==> src/rtl/dwsh_pkg.sv <==
`timescale 1ns/1ps
package dwsh_pkg;

   typedef enum logic [0:0] {
      ST_IDLE = 1'b0,
      ST_RUN  = 1'b1
   } dwsh_state_e;

   typedef struct packed {
      logic zero;
      logic neg;
      logic carry;
      logic ovf;
      logic sticky;
   } dwsh_flags_t;

   function automatic int unsigned dwsh_clog2(input int unsigned v);
      int unsigned r;
      r = 0;
      while ((32'd1 << r) < v) r++;
      return r;
   endfunction

endpackage

==> src/rtl/dwsh_count_qual.sv <==
`timescale 1ns/1ps
module dwsh_count_qual #(
   parameter int CNT_W    = 8,
   parameter int IMM_BITS = 4,
   parameter int REG_BITS = 5
) (
   input  logic                imm_sel_i,
   input  logic [CNT_W-1:0]    count_i,
   output logic [REG_BITS-1:0] amount_o
);

   logic [REG_BITS-1:0] reg_amt;
   logic [REG_BITS-1:0] imm_amt;

   assign reg_amt = count_i[REG_BITS-1:0];

   generate
      if (IMM_BITS == REG_BITS) begin : g_same_width
         assign imm_amt = count_i[REG_BITS-1:0];
      end else begin : g_narrow_imm
         assign imm_amt = {{(REG_BITS-IMM_BITS){1'b0}}, count_i[IMM_BITS-1:0]};
      end

      if (CNT_W > REG_BITS) begin : g_spare_bits
         logic unused_hi;
         assign unused_hi = ^count_i[CNT_W-1:REG_BITS];
      end
   endgenerate

   assign amount_o = imm_sel_i ? imm_amt : reg_amt;

endmodule

==> src/rtl/dwsh_ctrl.sv <==
`timescale 1ns/1ps
module dwsh_ctrl
   import dwsh_pkg::*;
#(
   parameter int AMT_W = 5
) (
   input  logic             clk,
   input  logic             rst_n,
   input  logic             start_i,
   input  logic [AMT_W-1:0] amount_i,
   output logic             load_o,
   output logic             step_o,
   output logic             finish_o,
   output logic             busy_o,
   output logic             done_o
);

   dwsh_state_e      state_q, state_d;
   logic [AMT_W-1:0] left_q, left_d;
   logic             done_q;

   always_comb begin
      state_d  = state_q;
      left_d   = left_q;
      load_o   = 1'b0;
      step_o   = 1'b0;
      finish_o = 1'b0;
      unique case (state_q)
         ST_IDLE: begin
            if (start_i) begin
               load_o  = 1'b1;
               left_d  = amount_i;
               state_d = ST_RUN;
            end
         end
         ST_RUN: begin
            if (left_q == '0) begin
               finish_o = 1'b1;
               state_d  = ST_IDLE;
            end else begin
               step_o = 1'b1;
               left_d = left_q - 1'b1;
            end
         end
         default: state_d = ST_IDLE;
      endcase
   end

   always_ff @(posedge clk) begin
      if (!rst_n) begin
         state_q <= ST_IDLE;
         left_q  <= '0;
         done_q  <= 1'b0;
      end else begin
         state_q <= state_d;
         left_q  <= left_d;
         done_q  <= finish_o;
      end
   end

   assign busy_o = (state_q == ST_RUN);
   assign done_o = done_q;

endmodule

==> src/rtl/dwsh_datapath.sv <==
`timescale 1ns/1ps
module dwsh_datapath #(
   parameter int DATA_W = 32
) (
   input  logic              clk,
   input  logic              rst_n,
   input  logic              load_i,
   input  logic              step_i,
   input  logic [DATA_W-1:0] operand_i,
   output logic [DATA_W-1:0] value_o,
   output logic              carry_o,
   output logic              sticky_o
);

   logic [DATA_W-1:0] val_q;
   logic              cy_q;
   logic              st_q;

   always_ff @(posedge clk) begin
      if (!rst_n) begin
         val_q <= '0;
         cy_q  <= 1'b0;
         st_q  <= 1'b0;
      end else if (load_i) begin
         val_q <= operand_i;
         cy_q  <= 1'b0;
         st_q  <= 1'b0;
      end else if (step_i) begin
         st_q  <= st_q | cy_q;
         cy_q  <= val_q[0];
         val_q <= {1'b0, val_q[DATA_W-1:1]};
      end
   end

   assign value_o  = val_q;
   assign carry_o  = cy_q;
   assign sticky_o = st_q;

endmodule

==> src/rtl/dwsh_outreg.sv <==
`timescale 1ns/1ps
module dwsh_outreg
   import dwsh_pkg::*;
#(
   parameter int DATA_W = 32
) (
   input  logic              clk,
   input  logic              rst_n,
   input  logic              capture_i,
   input  logic [DATA_W-1:0] value_i,
   input  logic              carry_i,
   input  logic              sticky_i,
   output logic [DATA_W-1:0] result_o,
   output dwsh_flags_t       flags_o
);

   logic [DATA_W-1:0] res_q;
   dwsh_flags_t       flg_q;

   always_ff @(posedge clk) begin
      if (!rst_n) begin
         res_q <= '0;
         flg_q <= '0;
      end else if (capture_i) begin
         res_q        <= value_i;
         flg_q.zero   <= (value_i == '0);
         flg_q.neg    <= 1'b0;
         flg_q.carry  <= carry_i;
         flg_q.ovf    <= 1'b0;
         flg_q.sticky <= sticky_i;
      end
   end

   assign result_o = res_q;
   assign flags_o  = flg_q;

endmodule

==> src/rtl/dw_rshift_unit.sv <==
`timescale 1ns/1ps
module dw_rshift_unit
   import dwsh_pkg::*;
#(
   parameter int DATA_W   = 32,
   parameter int CNT_W    = 8,
   parameter int IMM_BITS = 4,
   parameter int REG_BITS = 5
) (
   input  logic              clk,
   input  logic              rst_n,
   input  logic              start_i,
   input  logic              imm_sel_i,
   input  logic [CNT_W-1:0]  count_i,
   input  logic [DATA_W-1:0] operand_i,
   output logic [DATA_W-1:0] result_o,
   output logic              zero_o,
   output logic              neg_o,
   output logic              carry_o,
   output logic              ovf_o,
   output logic              sticky_o,
   output logic              busy_o,
   output logic              done_o
);

   localparam int MAX_AMT = (1 << REG_BITS) - 1;

   generate
      if (IMM_BITS < 1 || IMM_BITS > REG_BITS) begin : g_bad_imm
         $error("IMM_BITS must lie between 1 and REG_BITS");
      end
      if (REG_BITS > CNT_W) begin : g_bad_reg
         $error("REG_BITS must not exceed CNT_W");
      end
      if (MAX_AMT >= DATA_W) begin : g_bad_span
         $error("largest shift amount must be below DATA_W");
      end
   endgenerate

   logic [REG_BITS-1:0] amount;
   logic                load, step, finish;
   logic [DATA_W-1:0]   value;
   logic                dp_carry, dp_sticky;
   dwsh_flags_t         flags;

   dwsh_count_qual #(
      .CNT_W    (CNT_W),
      .IMM_BITS (IMM_BITS),
      .REG_BITS (REG_BITS)
   ) u_qual (
      .imm_sel_i (imm_sel_i),
      .count_i   (count_i),
      .amount_o  (amount)
   );

   dwsh_ctrl #(
      .AMT_W (REG_BITS)
   ) u_ctrl (
      .clk      (clk),
      .rst_n    (rst_n),
      .start_i  (start_i),
      .amount_i (amount),
      .load_o   (load),
      .step_o   (step),
      .finish_o (finish),
      .busy_o   (busy_o),
      .done_o   (done_o)
   );

   dwsh_datapath #(
      .DATA_W (DATA_W)
   ) u_dp (
      .clk       (clk),
      .rst_n     (rst_n),
      .load_i    (load),
      .step_i    (step),
      .operand_i (operand_i),
      .value_o   (value),
      .carry_o   (dp_carry),
      .sticky_o  (dp_sticky)
   );

   dwsh_outreg #(
      .DATA_W (DATA_W)
   ) u_out (
      .clk       (clk),
      .rst_n     (rst_n),
      .capture_i (finish),
      .value_i   (value),
      .carry_i   (dp_carry),
      .sticky_i  (dp_sticky),
      .result_o  (result_o),
      .flags_o   (flags)
   );

   assign zero_o   = flags.zero;
   assign neg_o    = flags.neg;
   assign carry_o  = flags.carry;
   assign ovf_o    = flags.ovf;
   assign sticky_o = flags.sticky;

endmodule

==> config.mk <==
export PLATFORM = sky130hd
export DESIGN_NAME = dw_rshift_unit
export DESIGN_NICKNAME = d
export VERILOG_FILES = /design/src/rtl/dwsh_pkg.sv /design/src/rtl/dwsh_count_qual.sv /design/src/rtl/dwsh_ctrl.sv /design/src/rtl/dwsh_datapath.sv /design/src/rtl/dwsh_outreg.sv /design/src/rtl/dw_rshift_unit.sv
export SDC_FILE = /design/constraint.sdc
export NUM_CORES = 1
export LEC_CHECK = 0
export BUFFER_PORTS_ARGS = -buffer_cell sky130_fd_sc_hd__buf_4
export CAP_MARGIN = 20
export CELL_PAD_IN_SITES_DETAIL_PLACEMENT = 0
export CELL_PAD_IN_SITES_GLOBAL_PLACEMENT = 1
export CORE_MARGIN = 8
export CORE_UTILIZATION = 44
export DETAILED_ROUTE_END_ITERATION = 12
export MAX_ROUTING_LAYER = met4
export PLACE_DENSITY_LB_ADDON = 0.1
export RECOVER_POWER = 50
export SKIP_LAST_GASP = 1
export SLEW_MARGIN = 20
export SYNTH_ARGS = -nofsm -noshare
export SYNTH_HDL_FRONTEND = slang
export SYNTH_HIERARCHICAL = 1
export SYNTH_SLANG_ARGS = --single-unit
==> constraint.sdc <==
create_clock -name clk -period 6.6 [get_ports clk]
set_input_delay 0.99 -clock clk [delete_from_list [all_inputs] [get_ports clk]]
set_output_delay 0.99 -clock clk [all_outputs]
set_load 0.03 [all_outputs]
==> results.sh <==
export IMPL_ir_worst_vdd_mv=0.1132
export IMPL_yosysUniqueCellTypes=42
export IMPL_dr_pass1_iters=4
export IMPL_synth_ff_type="dfxtp_1"
export IMPL_area_growth_pct=18.52
export IMPL_worstHoldPathType="reg -> reg"
export IMPL_power_mw=1.180
export IMPL_crit_path_start="start_i"
export IMPL_r2r_slack_ns=3.24
export IMPL_status="finished, violations left"
export IMPL_cts_tree="yes"
export IMPL_die_w_um=105.4
export IMPL_max_freq_ghz=0.2809
export IMPL_grt_max_degree=73
export IMPL_globalplace_congestion=0.7343
export IMPL_synth_area_per_cell_um2=10.81
export IMPL_core_area_um2=7727
export IMPL_grt_pass1_vias=2587
export IMPL_min_period_ns=3.560
export IMPL_drive_gt1_share_pct=24.30
export IMPL_cp_arrival_ns=3.82
export IMPL_startpoint_type="input port"
export IMPL_maxCapViolCount=1
export IMPL_synth_edf_count=0
export IMPL_wirelength_um=7700
export IMPL_initial_utilization_pct=45.47
export IMPL_rsz0062_at_grt="no"
export IMPL_end_kind="flip-flop"
export IMPL_worst_path_stages=5
export IMPL_insertion_delay_ns=0.34
export IMPL_drv_slew=73
export IMPL_hold_depth=2
export IMPL_report_final_setup_viol=0
export IMPL_synthArstFlopShare_pct=0
export IMPL_violations="max-capacitance violations, max-slew violations"
export IMPL_antenna_found_initial=0
export IMPL_wl_met1_um=3807
export IMPL_min_to="u_dp/sticky_o"
export IMPL_core_rowCount=32
export IMPL_finalHoldViolCount=0
export IMPL_cts_inserted_buffers=9
export IMPL_crit_buf_inv=2
export IMPL_hpwlAfterDp_um=5017
export IMPL_synthCells=325
export IMPL_cts_max_path_buffers=2
export IMPL_dieArea_um2=11100
export IMPL_synth_top_area_share_pct=43.30
export IMPL_cts_resized=0
export IMPL_grt_ovfl_total=0
export IMPL_track_usage_pct=14.40
export IMPL_yosysTopAreaCell="dfxtp_1"
export IMPL_r2r_end="u_out/flags_o[4]"
export IMPL_fin_nets=432
export IMPL_wl_met2_um=3418
export IMPL_cp_data_required_time_ns=6.86
export IMPL_clk_pin_slew_ns=0.07
export IMPL_ys_seq_elements=76
export IMPL_tns_ns=0
export IMPL_cp_max_fo=72
export IMPL_finalClockSkew_ns=0.007274
export IMPL_ys_seq_area_share_pct=43.30
export IMPL_r2r_cells=9
export IMPL_critical_path_class="in -> reg"
export IMPL_die_y_um=105.4
export IMPL_critical_path_max_stage_delay_ns=2.08
export IMPL_yosysMostFrequentCell="dfxtp_1"
export IMPL_postCtsSetupBuffers=0
export IMPL_yosys_warnings=6
export IMPL_diodes=0
export IMPL_synth_area_leaders="dfxtp_1 43%, mux2i_1 10%, mux2_2 9.9%"
export IMPL_route_detailed_drc=0
export IMPL_post_route_period_util_pct=53.94
export IMPL_path_cells="clkbuf_4, nor2b_1, clkbuf_1, a22oi_1, a31oi_1"
export IMPL_tightest_slew_ns=2.922
export IMPL_leakagePower_nw=1.817
export IMPL_cts_hold_fix_buffers=0
export IMPL_root_buffer="clkbuf_8"
export IMPL_synth_commonest_cells="76 x dfxtp_1, 36 x nor2b_1, 35 x mux2i_1"
export IMPL_portBuffers=77
export IMPL_drt_iter0_markers=168
export IMPL_power_density_nw_per_um2=283.4
export IMPL_grt_first_pass_wirelength_um=12920
export IMPL_drt_vias_per_instance=5.101
export IMPL_vias=2515
export IMPL_postRouteAntennaNets=0
export IMPL_top_layer="met4"
export IMPL_io_pins=83
export IMPL_maxSlewHeadroom_pct=-94.82
export IMPL_wl_met3_um=348
export IMPL_cts_sinks=76
export IMPL_critPathSlowestCell="clkbuf_1"
export IMPL_min_from="u_dp/sticky_o"
export IMPL_wire_per_inst_um=15.62
export IMPL_synth_area_um2=3513
export IMPL_crit_reg2reg_launch="u_ctrl/left_q[0]"
export IMPL_cpLargestDelayFamily="buffers and inverters"
export IMPL_h_tree_depth=3
## worst min-delay path, cell delays in order (launching register included)
cell	delay (ns)
dfxtp_1	0.33
a21oi_1	0.05
nor2_1	0.07
## flip-flops by register name, indices dropped and copies added, names as in the netlist
register,cells
u_out/flags_o,3
u_dp/carry_o,1
u_ctrl/left_q,5
u_ctrl/done_o,1
u_dp/sticky_o,1
u_dp/value_o,32
u_out/result_o,32
u_ctrl/busy_o,1
## where the power goes
part / internal (mW) / switching, mW / total (mW) / leakage (nW)
logic: 0.116 / 0.112 / 0.228 / 1.07
clock network: 0.258 / 0.167 / 0.425 / 0.122
registers: 0.494 / 0.0337 / 0.527 / 0.622
total: 0.867 / 0.313 / 1.18 / 1.82
## cell type report
cell class / instances / area [µm²]
Fill cell: 762 / 3563
Multi-Input combinational cell: 217 / 1812
Sequential cell: 76 / 1521
Timing Repair Buffer: 79 / 450.4
Clock buffer: 10 / 137.6
Tap cell: 102 / 127.6
Clock inverter: 5 / 100.1
Inverter: 4 / 15.01
## metrics by stage
| stage | setup slack, ns | area, µm² | utilization [%] | hold slack [ns] | cells |
|---|---|---|---|---|---|
| detailed placement | 3.671 | 4078 | 52.77 | 0.4734 | 478 |
| global placement | 3.691 | 4078 | 52.77 | 0.4570 | 478 |
| global route | 2.692 | 4164 | 53.89 | 0.5227 | 493 |
| floorplan | 4.348 | 3517 | - | 0.4365 | 326 |
| CTS | 3.647 | 4315 | 55.85 | 0.4908 | 493 |
| finish | 3.040 | 4164 | 53.89 | 0.4807 | 493 |
## per-layer routing
layer,vias up,GRT usage (%)
li1,1276,-
met3,10,3.776
met5,-,-
met2,49,21.04
met4,0,6.422
met1,1180,18.23
## cell families (layout without fill, tap and decap cells)
family / count (synthesis) / in the layout / share of synthesized area, %
multiplexers: 66 / 66 / 19.91
adder cells (fa/ha/maj): 1 / 1 / 0.3561
flip-flops: 76 / 76 / 43.30
AND/OR/NAND/NOR: 102 / 102 / 19.12
buffers and inverters: 33 / 98 / 5.235
other: 1 / 2 / 0.1067
AO/OA/AOI/OAI: 46 / 46 / 11.97
## worst max-delay path by stage
stage                       end
2_1_floorplan  u_dp/value_o[10]
3_3_place_gp   u_out/flags_o[4]
3_5_place_dp   u_out/flags_o[4]
4_1_cts        u_out/flags_o[4]
5_1_grt        u_ctrl/left_q[0]
6_report       u_ctrl/left_q[1]
## cell usage in the layout, fill, tap and decap left out, types with 5 or more instances in the layout
master    Yosys  final
nand2b_1     18     18
nor4_1        6      6
or2b_1       14     14
o211a_1      31     31
dfxtp_1      76     76
nand2_1       5      5
nor2b_1      36     36
mux2_2       31     31
buf_4         6     40
clkbuf_8      0     10
clkbuf_1     13     38
mux2i_1      35     35
Power figures use the tool's default switching activity.
